--- src/rtl/mii_rx_pkg.sv ---
package mii_rx_pkg;
  localparam int NIB_W = 4;

  typedef enum logic [NIB_W-1:0] {
    ERRC_NONE      = 4'h0,
    ERRC_PACKET    = 4'h2,
    ERRC_LINK      = 4'h3,
    ERRC_PREMATURE = 4'h4,
    ERRC_CODING    = 4'h5
  } errc_e;
endpackage

--- src/rtl/mii_rx_rst_sync.sv ---
module mii_rx_rst_sync #(
  parameter int STAGES = 2
) (
  input  logic clk,
  input  logic rst_n,
  output logic rst_sync_n
);
  logic [STAGES-1:0] chain_q;
  logic [STAGES-1:0] chain_d;

  always_comb begin
    chain_d = {chain_q[STAGES-2:0], 1'b1};
  end

  always_ff @(negedge clk or negedge rst_n) begin
    if (!rst_n) chain_q <= '0;
    else        chain_q <= chain_d;
  end

  assign rst_sync_n = chain_q[STAGES-1];
endmodule

--- src/rtl/mii_rx_line_status.sv ---
module mii_rx_line_status (
  input  logic full_duplex,
  input  logic serial10,
  input  logic crs_rx_only,
  input  logic rx_active,
  input  logic tx_en,
  input  logic jabber_expired,
  output logic col,
  output logic crs
);
  always_comb begin
    if (full_duplex)   col = 1'b0;
    else if (serial10) col = jabber_expired;
    else               col = tx_en & rx_active;
  end

  always_comb begin
    if (crs_rx_only) crs = rx_active;
    else             crs = rx_active | tx_en;
  end
endmodule

--- src/rtl/mii_rx_err_select.sv ---
module mii_rx_err_select
  import mii_rx_pkg::*;
(
  input  logic  speed_100,
  input  logic  pkt_err_en,
  input  logic  link_err_en,
  input  logic  err_packet,
  input  logic  err_link,
  input  logic  err_premature,
  input  logic  err_code,
  output logic  err_hit,
  output errc_e err_val
);
  always_comb begin
    err_val = ERRC_NONE;
    if (speed_100) begin
      if (err_code)                      err_val = ERRC_CODING;
      else if (err_premature)            err_val = ERRC_PREMATURE;
      else if (err_link && link_err_en)  err_val = ERRC_LINK;
      else if (err_packet && pkt_err_en) err_val = ERRC_PACKET;
    end
    err_hit = (err_val != ERRC_NONE);
  end
endmodule

--- src/rtl/mii_rx_status.sv ---
module mii_rx_status
  import mii_rx_pkg::*;
#(
  parameter int RST_STAGES = 2
) (
  input  logic             clk,
  input  logic             rst_n,
  input  logic             speed_100,
  input  logic             serial_sel,
  input  logic             full_duplex,
  input  logic             crs_rx_only,
  input  logic             rx_active,
  input  logic             tx_en,
  input  logic             jabber_expired,
  input  logic             pkt_err_en,
  input  logic             link_err_en,
  input  logic             err_packet,
  input  logic             err_link,
  input  logic             err_premature,
  input  logic             err_code,
  input  logic [NIB_W-1:0] dec_nibble,
  input  logic             dec_valid,
  output logic             col,
  output logic             crs,
  output logic             rx_dv,
  output logic             rx_er,
  output logic [NIB_W-1:0] rxd,
  output logic [NIB_W-1:0] rxd_oe
);
  logic             rst_int_n;
  logic             serial10;
  logic             err_hit;
  errc_e            err_val;
  logic             rx_er_d, rx_er_q;
  logic             rx_dv_d, rx_dv_q;
  logic [NIB_W-1:0] rxd_d, rxd_q;
  logic [NIB_W-1:0] data_mask;

  assign serial10 = serial_sel & ~speed_100;

  mii_rx_rst_sync #(.STAGES(RST_STAGES)) u_rst (
    .clk        (clk),
    .rst_n      (rst_n),
    .rst_sync_n (rst_int_n)
  );

  mii_rx_line_status u_line (
    .full_duplex    (full_duplex),
    .serial10       (serial10),
    .crs_rx_only    (crs_rx_only),
    .rx_active      (rx_active),
    .tx_en          (tx_en),
    .jabber_expired (jabber_expired),
    .col            (col),
    .crs            (crs)
  );

  mii_rx_err_select u_err (
    .speed_100     (speed_100),
    .pkt_err_en    (pkt_err_en),
    .link_err_en   (link_err_en),
    .err_packet    (err_packet),
    .err_link      (err_link),
    .err_premature (err_premature),
    .err_code      (err_code),
    .err_hit       (err_hit),
    .err_val       (err_val)
  );

  for (genvar b = 0; b < NIB_W; b++) begin : g_bit
    if (b == 0) begin : g_lsb
      assign data_mask[b] = 1'b1;
    end else begin : g_upper
      assign data_mask[b] = ~serial10;
    end
  end

  assign rxd_oe = data_mask;

  always_comb begin
    rx_er_d = err_hit;
    rx_dv_d = dec_valid & ~serial10;
    if (err_hit) rxd_d = err_val;
    else         rxd_d = dec_nibble & data_mask;
  end

  always_ff @(negedge clk or negedge rst_int_n) begin
    if (!rst_int_n) begin
      rx_er_q <= 1'b0;
      rx_dv_q <= 1'b0;
      rxd_q   <= '0;
    end else begin
      rx_er_q <= rx_er_d;
      rx_dv_q <= rx_dv_d;
      rxd_q   <= rxd_d;
    end
  end

  assign rx_er = rx_er_q;
  assign rx_dv = rx_dv_q;
  assign rxd   = rxd_q;
endmodule

--- config.mk ---
export PLATFORM = sky130hd
export DESIGN_NAME = mii_rx_status
export DESIGN_NICKNAME = d
export VERILOG_FILES = /design/src/rtl/mii_rx_pkg.sv /design/src/rtl/mii_rx_rst_sync.sv /design/src/rtl/mii_rx_line_status.sv /design/src/rtl/mii_rx_err_select.sv /design/src/rtl/mii_rx_status.sv
export SDC_FILE = /design/constraint.sdc
export NUM_CORES = 1
export LEC_CHECK = 0
export BUFFER_PORTS_ARGS = -buffer_cell sky130_fd_sc_hd__buf_4
export CORE_AREA = 2 2 39 41
export CTS_CLUSTER_DIAMETER = 50
export DETAILED_ROUTE_END_ITERATION = 8
export DIE_AREA = 0 0 41 43
export PLACE_DENSITY_LB_ADDON = 0.15
export SLEW_MARGIN = 20
export SYNTH_ARGS = -nofsm -noshare
export SYNTH_HDL_FRONTEND = slang
export SYNTH_HIERARCHICAL = 1
export SYNTH_SLANG_ARGS = --single-unit
--- constraint.sdc ---
create_clock -name clk -period 0.8 [get_ports clk]
set_input_delay 0.04 -clock clk [delete_from_list [all_inputs] [get_ports clk]]
set_output_delay 0.04 -clock clk [all_outputs]
set_load 0.005 [all_outputs]
==> impl_metrics.env <==
export IMPL_ant_nets=0
export IMPL_first_pass_iters=2
export IMPL_p_leak_nw=0.393
export IMPL_p_sw_share_pct=21.2
export IMPL_die_area_um2=1760
export IMPL_fillers=132
export IMPL_routabilityCongestion=0.599
export IMPL_clkSinkCount=8
export IMPL_p_comb_share_pct=26.9
export IMPL_worstSetupPathType="in -> reg"
export IMPL_drt_initial_drc_count=1
export IMPL_crit_slowest_cell="mux2_4"
export IMPL_max_stage_delay_ns=0.31
export IMPL_min_path_type="reg -> async"
export IMPL_path_clk_slew_ns=0.04
export IMPL_rsz0062_at_grt="yes"
export IMPL_synth_cell_area_um2=400
export IMPL_internal_power_uw=795
export IMPL_root_buffer="clkbuf_4"
export IMPL_viasPerCell=4.25
export IMPL_synth_warnings=6
export IMPL_p_switching_uw=214
export IMPL_place_ws_ns=-0.717
export IMPL_crit_required_ns=0.50
export IMPL_core_um2=1380
export IMPL_tns_ns=-4.14
export IMPL_wl_per_cell_um=8.71
export IMPL_grt_max_degree=8
export IMPL_synthDistinctLibCells=19
export IMPL_num_vias=387
export IMPL_grt_overflow_total=0
export IMPL_clock_skew_final_ns=0.00341
export IMPL_drc=0
export IMPL_hold_slack_ns=0.0324
export IMPL_pin_count=32
export IMPL_cts_buffers=3
export IMPL_reg2regPathDepth=0
export IMPL_syn_num_nets=60
export IMPL_seq_area_frac_synth_pct=50.0
export IMPL_start_util_pct=28.9
export IMPL_syn_to_final_growth_pct=87.2
export IMPL_yosys_area_top_type_share_pct=50.0
export IMPL_die_w_um=41
export IMPL_finalHoldViolCount=0
export IMPL_path_cells="buf_6 > a22o_1 > o31a_1 > mux2_4"
export IMPL_setup_slack_ns=-0.445
export IMPL_cp_num_buf_inv=1
export IMPL_grt_pass1_vias=335
export IMPL_worst_path_stages=4
export IMPL_clock_latency_ns=0.26
export IMPL_rows=14
export IMPL_r2r_start="u_rst/chain_q[0]"
export IMPL_grt_pass1_wl_mm=1.19
export IMPL_htreeDepth=1
export IMPL_cts_tree="done"
export IMPL_setup_viol=13
export IMPL_synth_seq_cells=8
export IMPL_status="complete, but fails checks"
export IMPL_peakVddDrop_mv=0.500
export IMPL_cp_end_kind="flop"
export IMPL_diodes=0
export IMPL_syn_inst=40
export IMPL_cp_max_fo=2
export IMPL_critPathTopFamily="compound AO/OA/AOI/OAI gates"
export IMPL_multi_input_area_um2=188
export IMPL_startpoint="err_link"
export IMPL_track_usage_pct=10.7
export IMPL_synth_top_area_cell="dfrtn_1"
export IMPL_p_per_area_nw_per_um2=1350
export IMPL_final_seq_area_um2=200
export IMPL_clock_path_buffers=2
export IMPL_pwr_share_seq_pct=44.6
export IMPL_dieHeight_um=43
export IMPL_synth_avg_cell_area_um2=10.0
export IMPL_slew_violations=0
export IMPL_routed_wl_um=793
export IMPL_io_buffers=30
export IMPL_finalNetCount=97
export IMPL_synthTopCellsByArea="dfrtn_1, buf_4, nand2b_1"
export IMPL_clockPowerShare_pct=28.5
export IMPL_dp_hpwl_um=659
export IMPL_arrival_ns=0.94
export IMPL_drive_gt1_share_pct=62.7
export IMPL_violations="setup timing"
export IMPL_start_kind="primary input"
export IMPL_grt_antenna_before_repair=0
export IMPL_maxCapViolCount=0
==> power by group through the flow <==
stage,clock [mW],sequential [mW],combinational (mW)
floorplan,0,0.460,0.0816
finish,0.288,0.450,0.272
CTS,0.299,0.451,0.255
detailed placement,0,0.457,0.232
global route,0.307,0.453,0.297
global placement,0,0.457,0.229
==> synthesized netlist by cell type, drive strengths merged <==
| cell type | count |
|---|---|
| a21o | 1 |
| a21oi | 1 |
| a22o | 1 |
| and3 | 1 |
| and3b | 1 |
| buf | 4 |
| conb | 3 |
| dfrtn | 8 |
| inv | 2 |
| mux2 | 1 |
| nand2 | 4 |
| nand2b | 3 |
| nand3b | 1 |
| nor2 | 1 |
| nor2b | 3 |
| o21a | 1 |
| o21ai | 3 |
| o31a | 1 |
==> flip-flops by register name (all words and copies together), names as in the netlist <==
register,cells
rx_dv,1
rxd,4
u_rst/chain_q,2
rx_er,1
==> layout by cell type, fill, tap and decap left out, types with 2 or more instances in the layout <==
cell type	instances
buf_4	27
inv_1	2
buf_6	7
nand2b_1	2
nor2b_1	2
clkbuf_4	3
o21ai_2	2
nand2_1	2
nand2_2	2
dfrtn_1	8
conb_1	3
==> kinds of logic (layout without fill, tap and decap cells) <==
kind of cell | Yosys count | count (layout) | synth area share (%)
flops | 8 | 8 | 50.0
other cells | 3 | 3 | 2.81
buf+inv | 6 | 41 | 9.38
mux | 1 | 1 | 3.75
simple gates | 14 | 14 | 20.9
compound gates | 8 | 8 | 13.1
==> what timing repair did <==
action / CTS / global route
buffers inserted: 0 / 1
hold buffers: 1 / 0
resized for setup: 8 / 4
pin swaps: 3 / 1
endpoints found under the setup margin: 16 / 12
endpoints found under the hold margin: 2 / 0
==> through the flow <==
stage          instance area (um2)  utilization [%]  std cells  power [mW]
6_report                       749             54.2         91        1.01
5_1_grt                        749             54.2         91        1.06
4_1_cts                        716             51.7         90        1.00
3_5_place_dp                   651             47.0         86       0.689
3_3_place_gp                   651             47.0         86       0.686
2_1_floorplan                  405                -         40       0.541
==> metal layers <==
| layer | GRT usage (%) | share of wire [%] | vias to the layer above |
|---|---|---|---|
| li1 | - | - | 194 |
| met1 | 9.54 | 31 | 164 |
| met2 | 16.9 | 52 | 27 |
| met3 | 1.05 | 14 | 2 |
| met4 | 14.0 | 2.4 | 0 |
| met5 | 0 | 0 | - |
==> final timing paths <==
path,end,slack (ns)
worst max-delay path,rxd[0],-0.44
worst min-delay path,rx_er,0.03
worst max register to register,u_rst/chain_q[1],0.33
worst min register to register,rx_er,0.03
max in group asynchronous,u_rst/chain_q[1],0.29
min in group clk,rx_dv,0.30
==> area by class of cell <==
class | instances | share of cell area (%)
timing repair buffer | 36 | 41.6
sequential | 8 | 26.7
multi-input combinational | 26 | 25.0
clock buffer | 3 | 3.01
tap | 16 | 2.67
inverter | 2 | 1.00
(Power assumes the default switching activity.)
